### src/rtl/rtc_pkg.sv
package rtc_pkg;

    localparam int RTC_SEC_W  = 32;
    localparam int RTC_MS_W   = 16;
    localparam int RTC_DATA_W = 32;
    localparam int RTC_ADDR_W = 8;
    localparam int RTC_IRQ_W  = 5;

    localparam logic [RTC_ADDR_W-1:0] ADR_BUSY   = 8'h04;
    localparam logic [RTC_ADDR_W-1:0] ADR_SEC    = 8'h08;
    localparam logic [RTC_ADDR_W-1:0] ADR_SHADOW = 8'h0C;
    localparam logic [RTC_ADDR_W-1:0] ADR_MS     = 8'h10;
    localparam logic [RTC_ADDR_W-1:0] ADR_ALARM  = 8'h14;
    localparam logic [RTC_ADDR_W-1:0] ADR_MASK   = 8'h28;
    localparam logic [RTC_ADDR_W-1:0] ADR_STATUS = 8'h2C;

    // interrupt bit positions; only the seconds alarm is built
    localparam int IRQ_ALARM0 = 0;
    localparam logic [RTC_IRQ_W-1:0] IRQ_IMPL = 5'b00001;

    typedef struct packed {
        logic [RTC_SEC_W-1:0] sec;
        logic [RTC_MS_W-1:0]  ms;
    } rtc_time_t;

    function automatic logic [RTC_DATA_W-1:0] widen_ms(input logic [RTC_MS_W-1:0] m);
        return {{(RTC_DATA_W-RTC_MS_W){1'b0}}, m};
    endfunction

    function automatic logic [RTC_DATA_W-1:0] widen_irq(input logic [RTC_IRQ_W-1:0] v);
        return {{(RTC_DATA_W-RTC_IRQ_W){1'b0}}, v};
    endfunction

endpackage

### src/rtl/rtc_tick_core.sv
module rtc_tick_core
    import rtc_pkg::*;
#(
    parameter int TICK_HZ  = 32768,
    parameter int MS_PER_S = 1000
) (
    input  logic                 clk,
    input  logic                 rst,
    input  logic                 tick,
    input  logic                 load_en,
    input  logic [RTC_SEC_W-1:0] load_sec,
    input  logic [RTC_SEC_W-1:0] alarm_sec,
    output rtc_time_t            now,
    output logic                 alarm_hit
);

    localparam int ACC_W = $clog2(TICK_HZ + MS_PER_S) + 1;
    localparam logic [ACC_W-1:0]    ACC_INC = ACC_W'(MS_PER_S);
    localparam logic [ACC_W-1:0]    ACC_TOP = ACC_W'(TICK_HZ);
    localparam logic [RTC_MS_W-1:0] MS_LAST = RTC_MS_W'(MS_PER_S - 1);

    logic [ACC_W-1:0]     acc_q;
    logic [ACC_W-1:0]     acc_sum;
    logic [ACC_W-1:0]     acc_next;
    logic                 ms_step;
    logic                 ms_wrap;
    logic [RTC_SEC_W-1:0] sec_inc;
    rtc_time_t            now_q;

    always_comb begin
        acc_sum  = acc_q + ACC_INC;
        ms_step  = (acc_sum >= ACC_TOP);
        acc_next = ms_step ? (acc_sum - ACC_TOP) : acc_sum;
        ms_wrap  = ms_step && (now_q.ms == MS_LAST);
        sec_inc  = now_q.sec + 1'b1;
    end

    always_ff @(posedge clk) begin
        if (rst) begin
            acc_q     <= '0;
            now_q     <= '0;
            alarm_hit <= 1'b0;
        end else begin
            alarm_hit <= 1'b0;
            if (load_en) begin
                now_q.sec <= load_sec;
                now_q.ms  <= '0;
                acc_q     <= '0;
            end else if (tick) begin
                acc_q <= acc_next;
                if (ms_wrap) begin
                    now_q.ms  <= '0;
                    now_q.sec <= sec_inc;
                    alarm_hit <= (alarm_sec != '0) && (sec_inc == alarm_sec);
                end else if (ms_step) begin
                    now_q.ms <= now_q.ms + 1'b1;
                end
            end
        end
    end

    assign now = now_q;

    // milliseconds never leave their range
    assert_ms_range_R2: assert property (@(posedge clk) disable iff (rst)
        now_q.ms <= MS_LAST);

    // seconds move only together with a milliseconds wrap, or on a load
    assert_sec_on_wrap_R2: assert property (@(posedge clk) disable iff (rst)
        (!$past(load_en) && (now_q.sec != $past(now_q.sec))) |-> (now_q.ms == '0));

    // a zero alarm register never produces a hit
    assert_alarm_zero_R8: assert property (@(posedge clk) disable iff (rst)
        ($past(alarm_sec) == '0) |-> !alarm_hit);

endmodule

### src/rtl/rtc_post_ctrl.sv
module rtc_post_ctrl #(
    parameter int POST_TICKS  = 8,
    parameter int POST_CYCLES = 3
) (
    input  logic clk,
    input  logic rst,
    input  logic tick,
    output logic busy,
    output logic post_stb
);

    localparam int TCNT_W = $clog2(POST_TICKS + 1);
    localparam int BCNT_W = $clog2(POST_CYCLES + 1);
    localparam logic [TCNT_W-1:0] TCNT_LAST = TCNT_W'(POST_TICKS - 1);
    localparam logic [BCNT_W-1:0] BCNT_LOAD = BCNT_W'(POST_CYCLES - 1);

    logic [TCNT_W-1:0] tick_cnt_q;
    logic [BCNT_W-1:0] bcnt_q;
    logic              busy_q;
    logic              start;

    assign start = tick && (tick_cnt_q == TCNT_LAST);

    always_ff @(posedge clk) begin
        if (rst) begin
            tick_cnt_q <= '0;
            busy_q     <= 1'b0;
            bcnt_q     <= '0;
        end else begin
            if (tick) begin
                tick_cnt_q <= start ? '0 : tick_cnt_q + 1'b1;
            end
            if (start) begin
                busy_q <= 1'b1;
                bcnt_q <= BCNT_LOAD;
            end else if (busy_q) begin
                if (bcnt_q == '0) begin
                    busy_q <= 1'b0;
                end else begin
                    bcnt_q <= bcnt_q - 1'b1;
                end
            end
        end
    end

    assign busy     = busy_q;
    assign post_stb = busy_q && (bcnt_q == '0) && !start;

    // checker counter for the busy window length
    localparam int RUN_W = BCNT_W + 1;
    logic [RUN_W-1:0] busy_run_q;
    always_ff @(posedge clk) begin
        if (rst || !busy_q) begin
            busy_run_q <= '0;
        end else if (busy_run_q != '1) begin
            busy_run_q <= busy_run_q + 1'b1;
        end
    end

    // the busy window lasts at least POST_CYCLES cycles
    assert_busy_window_R4: assert property (@(posedge clk) disable iff (rst)
        $fell(busy_q) |-> (busy_run_q >= RUN_W'(POST_CYCLES)));

    // a posting always ends the busy window on the following edge
    assert_post_ends_busy_R3: assert property (@(posedge clk) disable iff (rst)
        (post_stb && !tick) |=> !busy_q);

endmodule

### src/rtl/rtc_regs.sv
module rtc_regs
    import rtc_pkg::*;
(
    input  logic                  clk,
    input  logic                  rst,
    input  logic                  wr_en,
    input  logic [RTC_ADDR_W-1:0] wr_addr,
    input  logic [RTC_DATA_W-1:0] wr_data,
    input  logic                  rd_en,
    input  logic [RTC_ADDR_W-1:0] rd_addr,
    input  logic                  busy,
    input  logic                  post_stb,
    input  rtc_time_t             core_now,
    input  logic                  alarm_hit,
    output logic [RTC_DATA_W-1:0] rd_data,
    output logic                  irq,
    output logic                  load_en,
    output logic [RTC_SEC_W-1:0]  load_sec,
    output logic [RTC_SEC_W-1:0]  alarm_sec
);

    logic                  wr_ok;
    logic                  mask_we;
    logic                  stat_we;
    logic                  alarm_we;
    rtc_time_t             view_q;
    logic [RTC_SEC_W-1:0]  shadow_q;
    logic [RTC_SEC_W-1:0]  alarm_q;
    logic [RTC_IRQ_W-1:0]  mask_q;
    logic [RTC_IRQ_W-1:0]  status_q;
    logic [RTC_IRQ_W-1:0]  evt;
    logic [RTC_DATA_W-1:0] rd_q;

    always_comb begin
        wr_ok    = wr_en && !busy;
        load_en  = wr_ok && (wr_addr == ADR_SEC);
        alarm_we = wr_ok && (wr_addr == ADR_ALARM);
        mask_we  = wr_ok && (wr_addr == ADR_MASK);
        stat_we  = wr_ok && (wr_addr == ADR_STATUS);
        load_sec = wr_data[RTC_SEC_W-1:0];
        evt      = '0;
        evt[IRQ_ALARM0] = alarm_hit;
    end

    // bus-side view of the counters and the shadow seconds
    always_ff @(posedge clk) begin
        if (rst) begin
            view_q   <= '0;
            shadow_q <= '0;
            alarm_q  <= '0;
        end else begin
            if (load_en) begin
                view_q.sec <= wr_data[RTC_SEC_W-1:0];
                view_q.ms  <= '0;
            end else if (post_stb) begin
                view_q <= core_now;
            end
            if (rd_en && (rd_addr == ADR_MS)) begin
                shadow_q <= view_q.sec;
            end
            if (alarm_we) begin
                alarm_q <= wr_data[RTC_SEC_W-1:0];
            end
        end
    end

    // per-bit mask and sticky status; unbuilt bits are tied off
    for (genvar b = 0; b < RTC_IRQ_W; b++) begin : g_irq
        if (IRQ_IMPL[b]) begin : g_impl
            logic m_bit;
            logic s_bit;
            always_ff @(posedge clk) begin
                if (rst) begin
                    m_bit <= 1'b0;
                    s_bit <= 1'b0;
                end else begin
                    if (mask_we) begin
                        m_bit <= wr_data[b];
                    end
                    s_bit <= evt[b] | (s_bit & ~(stat_we & wr_data[b]));
                end
            end
            assign mask_q[b]   = m_bit;
            assign status_q[b] = s_bit;
        end else begin : g_rsvd
            assign mask_q[b]   = 1'b0;
            assign status_q[b] = 1'b0;
        end
    end

    always_ff @(posedge clk) begin
        if (rst) begin
            rd_q <= '0;
        end else if (rd_en) begin
            case (rd_addr)
                ADR_BUSY:   rd_q <= {{(RTC_DATA_W-1){1'b0}}, busy};
                ADR_SEC:    rd_q <= RTC_DATA_W'(view_q.sec);
                ADR_SHADOW: rd_q <= RTC_DATA_W'(shadow_q);
                ADR_MS:     rd_q <= widen_ms(view_q.ms);
                ADR_ALARM:  rd_q <= RTC_DATA_W'(alarm_q);
                ADR_MASK:   rd_q <= widen_irq(mask_q);
                ADR_STATUS: rd_q <= widen_irq(status_q);
                default:    rd_q <= '0;
            endcase
        end
    end

    assign rd_data   = rd_q;
    assign irq       = |(status_q & mask_q);
    assign alarm_sec = alarm_q;

    // the visible counters move only on a posting or an accepted load
    assert_view_source_R3: assert property (@(posedge clk) disable iff (rst)
        (view_q != $past(view_q)) |-> $past(post_stb || load_en));

    // shadow holds unless milliseconds are read
    assert_shadow_hold_R5: assert property (@(posedge clk) disable iff (rst)
        !(rd_en && (rd_addr == ADR_MS)) |=> $stable(shadow_q));

    // writes during busy leave the alarm and mask untouched
    assert_busy_drop_R7: assert property (@(posedge clk) disable iff (rst)
        (wr_en && busy) |=> ($stable(alarm_q) && $stable(mask_q)));

    // a write of 1 clears the alarm status unless a new hit arrives
    assert_w1c_R9: assert property (@(posedge clk) disable iff (rst)
        (stat_we && wr_data[IRQ_ALARM0] && !alarm_hit) |=> !status_q[IRQ_ALARM0]);

    // no interrupt without a pending status bit
    assert_irq_needs_status_R10: assert property (@(posedge clk) disable iff (rst)
        (status_q == '0) |-> !irq);

endmodule

### src/rtl/rtc_shadow_counter.sv
module rtc_shadow_counter
    import rtc_pkg::*;
#(
    parameter int TICK_HZ     = 32768,
    parameter int MS_PER_S    = 1000,
    parameter int POST_TICKS  = 8,
    parameter int POST_CYCLES = 3
) (
    input  logic        clk,
    input  logic        rst,
    input  logic        slow_tick,
    input  logic        wr_en,
    input  logic [7:0]  wr_addr,
    input  logic [31:0] wr_data,
    input  logic        rd_en,
    input  logic [7:0]  rd_addr,
    output logic [31:0] rd_data,
    output logic        irq
);

    logic                 busy;
    logic                 post_stb;
    logic                 load_en;
    logic [RTC_SEC_W-1:0] load_sec;
    logic [RTC_SEC_W-1:0] alarm_sec;
    logic                 alarm_hit;
    rtc_time_t            core_now;

    rtc_tick_core #(
        .TICK_HZ  (TICK_HZ),
        .MS_PER_S (MS_PER_S)
    ) u_core (
        .clk       (clk),
        .rst       (rst),
        .tick      (slow_tick),
        .load_en   (load_en),
        .load_sec  (load_sec),
        .alarm_sec (alarm_sec),
        .now       (core_now),
        .alarm_hit (alarm_hit)
    );

    rtc_post_ctrl #(
        .POST_TICKS  (POST_TICKS),
        .POST_CYCLES (POST_CYCLES)
    ) u_post (
        .clk      (clk),
        .rst      (rst),
        .tick     (slow_tick),
        .busy     (busy),
        .post_stb (post_stb)
    );

    rtc_regs u_regs (
        .clk       (clk),
        .rst       (rst),
        .wr_en     (wr_en),
        .wr_addr   (wr_addr),
        .wr_data   (wr_data),
        .rd_en     (rd_en),
        .rd_addr   (rd_addr),
        .busy      (busy),
        .post_stb  (post_stb),
        .core_now  (core_now),
        .alarm_hit (alarm_hit),
        .rd_data   (rd_data),
        .irq       (irq),
        .load_en   (load_en),
        .load_sec  (load_sec),
        .alarm_sec (alarm_sec)
    );

endmodule

### config.mk
export PLATFORM = sky130hd
export DESIGN_NAME = rtc_shadow_counter
export DESIGN_NICKNAME = d
export VERILOG_FILES = /design/src/rtl/rtc_pkg.sv /design/src/rtl/rtc_tick_core.sv /design/src/rtl/rtc_post_ctrl.sv /design/src/rtl/rtc_regs.sv /design/src/rtl/rtc_shadow_counter.sv
export SDC_FILE = /design/constraint.sdc
export NUM_CORES = 1
export LEC_CHECK = 0
export CAP_MARGIN = 20
export CORE_ASPECT_RATIO = 0.75
export CORE_UTILIZATION = 50
export CTS_BUF_LIST = sky130_fd_sc_hd__clkbuf_16
export DETAILED_ROUTE_END_ITERATION = 10
export GPL_ROUTABILITY_DRIVEN = 0
export PLACE_DENSITY = 0.7
export SYNTH_ARGS = -nofsm -noshare
export SYNTH_HDL_FRONTEND = slang
export SYNTH_SLANG_ARGS = --single-unit
export TNS_END_PERCENT = 10
### constraint.sdc
create_clock -name clk -period 3.7 [get_ports clk]
set_input_delay 0.74 -clock clk [delete_from_list [all_inputs] [get_ports clk]]
set_output_delay 0.74 -clock clk [all_outputs]
set_load 0.005 [all_outputs]
==> out/qor.yml, run 1 <==
port_buffers: 85
outcome: "finished clean"
postSynth.asyncResetShare_pct: 0
fin_tns_setup_ns: 0
fin_skew_ns: 0.0177
instances_no_fill: 1685
grt_use_total_pct: 28.8
setup_violations: 0
die_height_um: 129
worstSetupPathType: "flop to flop"
syn_avg_cell_area_um2: 7.92
synth_area_leaders: "dfxtp_1 (40%), nand2_1 (9.1%), a21oi_1 (7.3%)"
antenna_cells: 0
firstDrtPassIters: 5
final_common_cell: "nand2_1"
rows: 45
drc: 0
crit_path_start: "u_core.acc_q[4]"
vias: 10000
synth_flop_cell: "dfxtp_1"
ys_seq_area_share_pct: 40.3
core_um2: 20600
share_comb_of_total_power_pct: 5.9
clk_latency_ns: 0.52
leakage_nw: 4.17
synth_fp_nets: 1414
start_kind: "flop"
dpl.hpwl_mm: 21.0
drtIter0Drc: 1019
ys_ff_latch: 216
fmax_mhz: 289
grt_pass1_wl_mm: 50.2
seq_power_share_pct: 47.8
worstSetupEndpoint: "u_core.now[47]"
wirelength_mm: 31.4
multi_input_area_um2: 5980
die_w_um: 171
numCtsBuffers: 23
cts_sinks: 216
final-seq-area_um2: 4320
grt_pass1_vias: 9075
period_needed_ns: 3.46
ios: 86
cp_data_arrival_time_ns: 3.89
synth-edff-count: 0
p_switching_mw: 1.15
grt_antenna_before_repair: 0
synthesis.area_um2: 10700
hold_class: "flop to flop"
grt_max_degree: 101
internal_power_mw: 3.83
dp_cells: 1643
nets: 1447
swShare_pct: 23.1
fin_area_um2: 12600
area_growth_pct: 17.3
fin_crit_sh_pct: 93.6
r2r_start: "u_core.acc_q[4]"
clock_power_share_pct: 46.3
r2r-end: "u_core.now[47]"
ir_drop_uv: 291
hold_violations: 0
synth_top_area_cell: "dfxtp_1"
clkTransAtPathRegs_ns: 0.06
layout_common_cells: "nand2_1 (260), dfxtp_1 (216), a21oi_1 (156)"
worst_slew_margin_rel_pct: 31.6
synth_warnings: 0
wl_per_cell_um: 18.6
die-area_um2: 22000
fillers: 1857
maxCapViolCount: 0
initial_utilization_pct: 52.0
yosysUniqueCellTypes: 60
critPathRequiredTime_ns: 4.13
synth_cells: 1354
viasPerCell: 5.96
ff2ff_setup_slack_ns: 0.24
place_area_um2: 11800
clockBufferDepth: 3
ant_nets: 0
cts-root-buf: "clkbuf_16"
cp_max_fo: 11
synth_top_area_share_pct: 40.3
worst_pin_slew_ns: 1.03
cts.htree.levels: 1
power_per_cell_area_nw_per_um2: 395
drv_slew: 0
rr_worst_depth: 13
global_route.overflow_total: 0
tritoncts: "done"
drive_gt1_share_pct: 6.84
end_kind: "flop"
-- kinds of logic after synthesis --
family,after synthesis,share of synthesized area (%)
buffers and inverters,120,4.45
AND/OR/NAND/NOR,547,24.3
flip-flops,216,40.3
AO/OA/AOI/OAI,329,18.4
adder cells (fa/ha/maj),7,0.817
XOR/XNOR,96,7.91
multiplexers,39,3.76
-- power groups by stage --
stage	combinational (mW)	sequential, mW	clock [mW]
floorplan	0.174	2.42	0
global placement	0.283	2.42	0
detailed placement	0.284	2.43	0
CTS	0.286	2.37	2.33
global route	0.319	2.38	2.43
finish	0.294	2.38	2.30
-- critical path, cell delays in order, from the launching register on --
cell and delay (ns):
dfxtp_1 0.36, ha_4 0.21, nor4_4 0.15, nand2_1 0.15, nand2_1 0.15, xnor2_1 0.16
ha_1 0.19, nand4b_1 0.10, a211o_1 0.34, o41ai_4 0.39, nand3_2 0.15, buf_4 0.20
or4b_2 0.63, a31oi_1 0.20
-- per-stage QoR --
stage	hold slack [ns]	worst slack (ns)	power (mW)	util, %
3_3_place_gp	0.441	0.265	2.71	57.2
2_1_floorplan	0.413	0.518	2.59	-
3_5_place_dp	0.448	0.112	2.71	57.2
4_1_cts	0.456	0.0817	4.99	60.8
5_1_grt	0.470	-0.000560	5.12	61.1
6_report	0.453	0.236	4.97	61.1
-- how the worst min path moves through the flow --
| stage | start | endpoint | slack, ns | cells past startpoint |
|---|---|---|---|---|
| 3_3_place_gp | u_regs.shadow_q[8] | u_regs.shadow_q[8] | 0.44 | 2 |
| 3_5_place_dp | u_regs.shadow_q[29] | u_regs.shadow_q[29] | 0.45 | 2 |
| 6_report | u_regs.shadow_q[29] | u_regs.shadow_q[29] | 0.45 | 2 |
| 5_1_grt | u_regs.shadow_q[29] | u_regs.shadow_q[29] | 0.47 | 2 |
| 4_1_cts | u_regs.shadow_q[29] | u_regs.shadow_q[29] | 0.46 | 2 |
| 2_1_floorplan | u_core.alarm_hit | u_regs.g_irq[0].g_impl.s_bit | 0.41 | 2 |
-- routing by layer --
metal	global-route usage (%)	part of all wire [%]
met2	42.4	41
met1	43.2	48
met5	0	0
met4	5.57	1.5
met3	5.84	9.6
-- synth_stat cells (5+ instances only) --
| cell | n |
|---|---|
| nand2_1 | 260 |
| dfxtp_1 | 216 |
| a21oi_1 | 156 |
| clkbuf_1 | 94 |
| nor2_1 | 91 |
| xnor2_1 | 57 |
| a22oi_1 | 47 |
| nand3_1 | 43 |
| mux2i_1 | 38 |
| xor2_1 | 38 |
| o21ai_0 | 37 |
| a31oi_1 | 36 |
| nand4_1 | 31 |
| o21bai_1 | 31 |
| nor3_1 | 22 |
| nor4_1 | 16 |
| and3_1 | 10 |
| inv_1 | 10 |
| and2_1 | 9 |
| or4b_1 | 9 |
| buf_2 | 8 |
| nand2b_1 | 8 |
| ha_1 | 7 |
| and4_1 | 5 |
| buf_1 | 5 |
| nor2b_1 | 5 |
| nor4b_1 | 5 |
| or3_1 | 5 |
-- state kept, by name, summed over array words and instances (netlist names) --
name,count
u_core.acc_q,14
u_core.alarm_hit,1
u_core.now,48
u_post.bcnt_q,2
u_post.busy,1
u_post.tick_cnt_q,4
u_regs.alarm_sec,32
u_regs.g_irq.g_impl.m_bit,1
u_regs.g_irq.g_impl.s_bit,1
u_regs.rd_data,32
u_regs.shadow_q,32
u_regs.view_q,48
-- repair_timing --
item,CTS,global route
gates resized for setup,0,6
hold endpoints to repair,0,0
buffers inserted,0,1
setup endpoints to repair,0,10
hold buffers,0,0
-- layout make-up --
class / count / area share [%]
Clock inverter: 18 / 1.34
Multi-Input combinational cell: 1018 / 47.6
Sequential cell: 216 / 34.4
Timing Repair Buffer: 118 / 9.06
Inverter: 10 / 0.298
Tap cell: 282 / 2.80
Clock buffer: 23 / 4.57
(Power assumes the default switching activity.)
==> run 2, diff against run 1 <==
--- a/config.mk
+++ b/config.mk
@@ -11,6 +11,7 @@
 export CTS_BUF_LIST = sky130_fd_sc_hd__clkbuf_16
 export DETAILED_ROUTE_END_ITERATION = 10
 export GPL_ROUTABILITY_DRIVEN = 0
+export GPL_TIMING_DRIVEN = 0
 export PLACE_DENSITY = 0.7
 export SYNTH_ARGS = -nofsm -noshare
 export SYNTH_HDL_FRONTEND = slang
==> constraint.sdc (replaced) <==
create_clock -name clk -period 3.25 [get_ports clk]
set_input_delay 0.65 -clock clk [delete_from_list [all_inputs] [get_ports clk]]
set_output_delay 0.65 -clock clk [all_outputs]
set_load 0.005 [all_outputs]
==> run 2 against run 1 <==
Against the previous run:
- the flow now finishes with violations (setup timing)
- combinational power increased by 29%
- largest power group unchanged
- critical endpoint is now u_core.alarm_hit
- first-iteration DRC count increased by 22%
- final cell count increased by 5.3%
- worst hold slack lost 0.010 ns
- clock skew increased by 0.0046 ns
- highest routed layer is now met5
- clock-buffer cell count did not move
- total power grew 16%
- setup slack worse by 0.31 ns
==> out/qor.yml, run 2 (synthesis results as in run 1) <==
outcome: "finished, violations left"  # was finished clean
violations: "setup timing"
place_area_um2: 11900  # was 11800 um2
r2r-end: "u_core.alarm_hit"  # was u_core.now[47]
grt_pass1_wl_mm: 54.4  # was 50.2 mm
end_kind: "flop"  # unchanged
dpl.hpwl_mm: 26.6  # was 21.0 mm
die_w_um: 171  # unchanged
area_growth_pct: 21.2  # was 17.3%
grt_antenna_before_repair: 1  # was 0
drtIter0Drc: 1240  # was 1019
global_route.overflow_total: 0  # unchanged
grt_use_total_pct: 31.9  # was 28.8%
core_um2: 20600  # unchanged
hold_violations: 0  # unchanged
power_per_cell_area_nw_per_um2: 442  # was 395 nW/um2
layout_common_cells: "nand2_1 (257), dfxtp_1 (209), a21oi_1 (156)"  # was nand2_1 (260), dfxtp_1 (216), a21oi_1 (156)
fillers: 1842  # was 1857
whs_path_depth: 2  # unchanged
clockBufferDepth: 3  # unchanged
grt_max_degree: 15  # was 101
numCtsBuffers: 23  # unchanged
hold_class: "flop to flop"  # unchanged
maxCapViolCount: 0  # unchanged
fmax_mhz: 301  # was 289 MHz
tritoncts: "done"  # unchanged
initial_utilization_pct: 52.0  # unchanged
antenna_cells: 0  # unchanged
clkTransAtPathRegs_ns: 0.07  # was 0.06 ns
die-area_um2: 22000  # unchanged
die_height_um: 129  # unchanged
total_power_mw: 5.75  # was 4.97 mW
worst_slack_ns: -0.0743  # was 0.236 ns
setup_violations: 1  # was 0
swShare_pct: 23.9  # was 23.1%
seq_power_share_pct: 47.2  # was 47.8%
rr_worst_depth: 8  # was 13
drc: 0  # unchanged
clk_latency_ns: 0.53  # was 0.52 ns
leakage_nw: 4.31  # was 4.17 nW
r2r_start: "u_core.now[17]"  # was u_core.acc_q[4]
dp_slack_ns: -0.667  # was 0.112 ns
cp_data_arrival_time_ns: 3.74  # was 3.89 ns
cts_hold_buf: 0  # unchanged
cp_max_fo: 7  # was 11
fin_skew_ns: 0.0224  # was 0.0177 ns
wl_per_cell_um: 20.0  # was 18.6 um
instances_no_fill: 1774  # was 1685
cts_sinks: 216  # unchanged
vias: 10600  # was 10000
grt_pass1_vias: 9648  # was 9075
drv_slew: 0  # unchanged
cts.htree.levels: 1  # unchanged
ff2ff_setup_slack_ns: -0.07  # was 0.24 ns
p_switching_mw: 1.37  # was 1.15 mW
viasPerCell: 5.97  # was 5.96
rows: 45  # unchanged
holdCritStartpoint: "u_core.alarm_hit"  # was u_regs.shadow_q[29]
drive_gt1_share_pct: 7.24  # was 6.84%
clock_power_share_pct: 46.2  # was 46.3%
nets: 1535  # was 1447
share_comb_of_total_power_pct: 6.6  # was 5.9%
ios: 86  # unchanged
final_common_cell: "nand2_1"  # unchanged
wirelength_mm: 35.5  # was 31.4 mm
fin_util_pct: 63.1  # was 61.1%
start_kind: "flop"  # unchanged
grt_setup_unrepaired: "true"
dp_cells: 1720  # was 1643
fin_crit_sh_pct: 102  # was 93.6%
port_buffers: 84  # was 85
worst_slew_margin_rel_pct: 18.7  # was 31.6%
critPathRequiredTime_ns: 3.67  # was 4.13 ns
hold_end: "u_regs.g_irq[0].g_impl.s_bit"  # was u_regs.shadow_q[29]
firstDrtPassIters: 5  # unchanged
worstSetupPathType: "flop to flop"  # unchanged
cts-root-buf: "clkbuf_16"  # unchanged
fin_area_um2: 13000  # was 12600 um2
worst_pin_slew_ns: 1.21  # was 1.03 ns
internal_power_mw: 4.38  # was 3.83 mW
period_needed_ns: 3.32  # was 3.46 ns
ir_drop_uv: 378  # was 291 uV
ant_nets: 0  # unchanged
[run 2: cell count changes in the layout (fill, tap and decap cells not counted), moves of 5 or more]
cell      before  now
buf_4         29   14
clkbuf_1       0   85
dfxtp_2        0    5
buf_1          0    6
dfxtp_1      216  209
clkinv_2      10    4
[run 2: through the flow]
step | setup TNS, ns | hold slack (ns)
2_1_floorplan | 0 | 0.413
3_3_place_gp | -34.24 | 0.423
3_5_place_dp | -37.83 | 0.427
4_1_cts | -0.0838 | 0.443
5_1_grt | -3.84 | 0.472
6_report | -0.0743 | 0.443
[run 2: power groups by stage]
| stage | Combinational [mW] | Sequential [mW] | Clock [mW] |
|---|---|---|---|
| after floorplan | 0.198 | 2.75 | 0 |
| after CTS | 0.359 | 2.70 | 2.67 |
| after global placement | 0.339 | 2.76 | 0 |
| after global routing | 0.408 | 2.71 | 2.79 |
| after detailed placement | 0.340 | 2.76 | 0 |
| final | 0.380 | 2.71 | 2.66 |
[run 2: cell type report]
cell class / instances / area [um2] / share of cell area, %
clock buffer: 23 / 576 / 4.43
buffer: 109 / 478 / 3.68
tap: 282 / 353 / 2.71
multi-input combinational: 1018 / 6090 / 46.8
timing repair buffer: 97 / 956 / 7.35
inverter: 10 / 37.5 / 0.289
clock inverter: 19 / 173 / 1.33
sequential: 216 / 4340 / 33.4
[run 2: worst max path at each step]
stage	slack, ns	startpoint	end
after floorplan	0.07	u_core.acc_q[3]	u_core.now[42]
after global placement	-0.64	u_core.acc_q[3]	u_core.now[10]
after detailed placement	-0.67	u_core.acc_q[3]	u_core.alarm_hit
after CTS	-0.02	u_core.acc_q[4]	u_core.now[42]
after global routing	-0.19	rd_addr[1]	u_regs.shadow_q[21]
final	-0.07	u_core.now[17]	u_core.alarm_hit
[run 2: critical path: stages, from the launching register on]
cell and delay, ns:
dfxtp_1 0.48, ha_2 0.31, nand3_1 0.33, nor2_2 0.36
xnor2_1 0.17, nand3_1 0.09, or4_1 0.56, or4_1 0.59
nor4_4 0.34
[run 2: repair_timing]
item,CTS,global route
cloned,0,1
buffers inserted,4,8
pin swaps,6,24
resized for setup,19,49
endpoints found under the setup margin,50,73
[run 2: metal layers]
metal / track usage (%) / part of all wire (%)
met5: 0 / 0.023
met4: 8.40 / 2.1
met3: 7.66 / 11
met2: 47.7 / 42
met1: 45.9 / 45
